--- src/rtl/gpio3_port.sv ---
module gpio3_port #(
  parameter int          LINES    = 3,
  parameter int          DW       = 8,
  parameter int          AW       = 2,
  parameter logic [7:0]  DIR_KEEP = 8'h67,
  parameter logic [7:0]  DIR_INIT = 8'h07
) (
  input  logic             clk,
  input  logic             rst_n,
  input  logic [AW-1:0]    addr,
  input  logic             wr_en,
  input  logic [DW-1:0]    wr_data,
  output logic [DW-1:0]    rd_data,
  input  logic [LINES-1:0] pin_in,
  output logic [LINES-1:0] pin_out,
  output logic [LINES-1:0] pin_oe,
  output logic [LINES-1:0] strobe
);
  localparam logic [AW-1:0] A_DIR = AW'(0);
  localparam logic [AW-1:0] A_OUT = AW'(1);
  localparam logic [AW-1:0] A_IN  = AW'(2);
  localparam logic [LINES-1:0] OE_INIT = ~DIR_INIT[LINES-1:0];

  logic [DW-1:0]    dir_q;
  logic [LINES-1:0] out_q, meta_q, sync_q, last_oe_q, last_lvl_q;

  assign pin_oe  = ~dir_q[LINES-1:0];
  assign pin_out = out_q & pin_oe;
  assign strobe  = (pin_oe ^ last_oe_q) | (pin_out ^ last_lvl_q);

  always_ff @(posedge clk) begin
    if (!rst_n) begin
      dir_q      <= DIR_INIT & DIR_KEEP;
      out_q      <= '0;
      meta_q     <= '0;
      sync_q     <= '0;
      last_oe_q  <= OE_INIT;
      last_lvl_q <= '0;
    end else begin
      meta_q     <= pin_in;
      sync_q     <= meta_q;
      last_oe_q  <= pin_oe;
      last_lvl_q <= pin_out;
      if (wr_en) begin
        case (addr)
          A_DIR:   dir_q <= wr_data & DIR_KEEP;
          A_OUT:   out_q <= wr_data[LINES-1:0];
          default: ;
        endcase
      end
    end
  end

  always_comb begin
    case (addr)
      A_DIR:   rd_data = dir_q;
      A_OUT:   rd_data = DW'(out_q);
      A_IN:    rd_data = DW'(sync_q | (out_q & pin_oe));
      default: rd_data = '0;
    endcase
  end
endmodule


--- config.mk ---
export PLATFORM = sky130hd
export DESIGN_NAME = gpio3_port
export DESIGN_NICKNAME = d
export VERILOG_FILES = /design/src/rtl/gpio3_port.sv
export SDC_FILE = /design/constraint.sdc
export NUM_CORES = 1
export LEC_CHECK = 0
export CAP_MARGIN = 20
export CORE_MARGIN = 2
export CORE_UTILIZATION = 40
export CTS_BUF_LIST = sky130_fd_sc_hd__clkbuf_16
export DETAILED_ROUTE_END_ITERATION = 16
export HOLD_SLACK_MARGIN = 0.03
export PLACE_DENSITY = 0.73
export SLEW_MARGIN = 0
export SYNTH_ARGS = -nofsm -noshare
export SYNTH_HDL_FRONTEND = slang
export SYNTH_SLANG_ARGS = --single-unit
--- constraint.sdc ---
create_clock -name clk -period 1.1 [get_ports clk]
set_input_delay 0.22 -clock clk [delete_from_list [all_inputs] [get_ports clk]]
set_output_delay 0.22 -clock clk [all_outputs]
set_load 0.05 [all_outputs]
==> metrics.md <==
| Metric | Value |
|---|---|
| Net switching power | `532 µW` |
| Number of buffers created by CTS | `3` |
| Pwr dens | `1170 mW/mm²` |
| Req. time, crit path | `0.88 ns` |
| Fmax | `736 MHz` |
| Drt via density | `4.85` |
| CTS tree | `done` |
| Die Y | `51.7 µm` |
| Clock Path Buffers | `2` |
| Post-Route WL | `2.81 mm` |
| Sw frac | `0.237` |
| Dpl cells | `159` |
| CP Launch Type | `register` |
| Largest net degree at the start of global routing | `13` |
| HPWL after DPL | `1.64 mm` |
| RSZ-0062 raised after global routing | `yes` |
| Gate Count Post-Synth | `94` |
| Pint | `1.71 mW` |
| Die width | `51.7 µm` |
| Critical-path top delay cell | `dfxtp_4` |
| Setup TNS | `-2.10 ns` |
| I/O pin count | `33` |
| Clk Tree Root Cell | `clkbuf_16` |
| Fin cells | `166` |
| FILL cells | `91` |
| Slew Limit Fails | `0` |
| Worst setup margin | `-0.259 ns` |
| Hold crit path type | `register to register` |
| Crit Path Max Fanout | `5` |
| Final Cycle Share | `1.24` |
| Global-route wire length before repair | `4.25 mm` |
| Area growth, synth to finish | `111%` |
| Hold Crit Start | `meta_q[1]` |
| Sequential group share of total power | `0.341` |
| Post-Syn Area per Cell | `9.68 µm²` |
| Drc violations | `0` |
| Vias after detailed routing | `805` |
| Leakage power | `0.781 nW` |
| CORE AREA | `0.00219 mm²` |
| MaxCap Viol Count | `0` |
| Arr. time, crit path | `1.14 ns` |
| R2r startpoint | `out_q[1]` |
| Yosys cell types | `19` |
| Worst vdd ir | `1.14 mV` |
| Worst-Skew Late Latency | `0.25 ns` |
| Initial antenna violation count | `0` |
| Clk_skew | `0.00195 ns` |
| Clk pwr share | `0.447` |
| Worst setup EP type | `output port` |
| Crit path largest cell delay | `0.37 ns` |
| Yosys reg bits | `20` |
| I/O Buffers | `26` |
| Reg clk slew, reported paths | `0.06 ns` |
| Yosys warnings | `0` |
| WL/cell | `16.9 µm` |
| Layout cell share with drive strength beyond 1 | `0.580` |
| Total track usage | `0.223` |
| Final nets | `155` |
| Starting density of the core | `0.415` |
| H-tree Lvls | `1` |
| Critical-path cell list | `nand2b_4, o221ai_4, buf_12` |
| Post-synthesis sequential area ratio | `0.440` |
| Ant diodes | `0` |
| GRT overflow | `0` |
| Combinational Power Share | `0.212` |
| Final setup viols | `12` |
| Final ANT Viol Nets | `0` |
| DR iter-0 viols | `10` |
| Endpoints failing hold | `0` |
| Vias in the first global route | `856` |
| Run status | `finished with violations` |
| Die ar. | `0.00267 mm²` |
| Rows | `17` |
| Hold buffer count at CTS | `0` |
| Placer Congestion | `0.740` |
| Fin crit period | `1.36 ns` |
| Failing checks | `setup timing` |
| CP startpoint | `dir_q[1]` |
| Synth Cell Area | `910 µm²` |
| Sink Count | `20` |
| Crit Path Category | `register to output port` |
| Dpl ws | `-0.647 ns` |
| DR pass1 iterations | `4` |
[routing by layer]
metal / global-route usage / routed length [µm] / part of all wire
met4: 0.0789 / 16 / 0.0057
met3: 0.0172 / 48 / 0.017
met2: 0.389 / 1500 / 0.53
met1: 0.290 / 1250 / 0.44
met5: 0 / 0 / 0
[worst max-delay path: cells and delay by family, from the launching register on]
kind | cells | cell delay, ns
and+or+nand+nor | 1 | 0.16
AOI/OAI and AO/OA | 1 | 0.19
buffers and inverters | 1 | 0.16
DFF | 1 | 0.37
[flip-flops by register name, summed over array words and instances (netlist names)]
register / count
dir_q: 5
last_lvl_q: 3
last_oe_q: 3
meta_q: 3
out_q: 3
sync_q: 3
[per-stage QoR]
stage                     utilization  hold WS, ns  area (µm²)  total power [mW]
final                           0.878        0.444        1920              2.24
after global routing            0.878        0.453        1920              2.31
after CTS                       0.864        0.431        1890              2.22
after detailed placement        0.714        0.420        1570              1.19
after global placement          0.714        0.419        1570              1.18
after floorplan                     -        0.347        1060              1.02
[cell usage after synthesis]
cell / count / area (µm²)
buf_6: 2 / 22.5
buf_2: 1 / 5.00
conb_1: 1 / 3.75
o221ai_1: 3 / 26.3
clkbuf_1: 2 / 7.51
inv_1: 6 / 22.5
nand2b_1: 4 / 25.0
mux2i_1: 11 / 110
xnor2_1: 3 / 26.3
nor2b_1: 6 / 37.5
buf_4: 3 / 22.5
nor3b_4: 1 / 18.8
dfxtp_1: 20 / 400
and3b_1: 1 / 8.76
nor3b_1: 5 / 37.5
and2_1: 9 / 56.3
a31oi_1: 3 / 18.8
nand2_1: 10 / 37.5
nand3b_1: 3 / 22.5
[power by group through the flow]
stage	Clock [mW]	Sequential, mW	Combinational (mW)
after global routing	1.05	0.766	0.497
after global placement	0	0.778	0.405
after detailed placement	0	0.779	0.414
after CTS	0.992	0.765	0.466
final	1.00	0.764	0.476
after floorplan	0	0.776	0.240
[layout make-up]
type,instances,area (µm²),area share
well taps,28,35.0,0.0182
clock buffers,3,75.1,0.0390
flip-flops and latches,20,434,0.226
repair buffers,46,599,0.312
multi-input cells,62,719,0.374
inverters,6,30.0,0.0156
clock inverters,1,30.0,0.0156
[repair_timing]
item | 4_1_cts | 5_1_grt
buffers inserted | 1 | 1
setup endpoints to repair | 22 | 19
gates resized for setup | 59 | 6
pin swaps | 11 | 0
gates cloned | 1 | 0
[layout by cell type (no fill, tap or decap), drive strengths merged, types with 3 or more instances in the layout]
| master | count |
|---|---|
| clkbuf | 3 |
| inv | 6 |
| conb | 3 |
| nor3b | 6 |
| a31oi | 3 |
| nor2b | 6 |
| mux2i | 11 |
| dfxtp | 20 |
| clkdlybuf4s50 | 9 |
| nand2b | 4 |
| and2 | 9 |
| buf | 35 |
| xnor2 | 3 |
| nand2 | 10 |
| o221ai | 3 |
| nand3b | 3 |
[cells by family after synthesis]
kind of cell    count (synthesis)  synth area share
mux                            11             0.121
buf+inv                        14            0.0880
simple gates                   39             0.268
flops                          20             0.440
xor+xnor                        3            0.0289
compound gates                  6            0.0495
other cells                     1           0.00412
[worst paths after layout]
| path | end | slack [ns] | depth (start not counted) |
|---|---|---|---|
| worst max-delay path | rd_data[1] | -0.26 | 3 |
| worst min register to register | sync_q[1] | 0.44 | 1 |
| worst min-delay path | sync_q[1] | 0.44 | 1 |
| worst max register to register | out_q[1] | 0.26 | 3 |
Note: power is estimated with default switching activity, not from simulation.
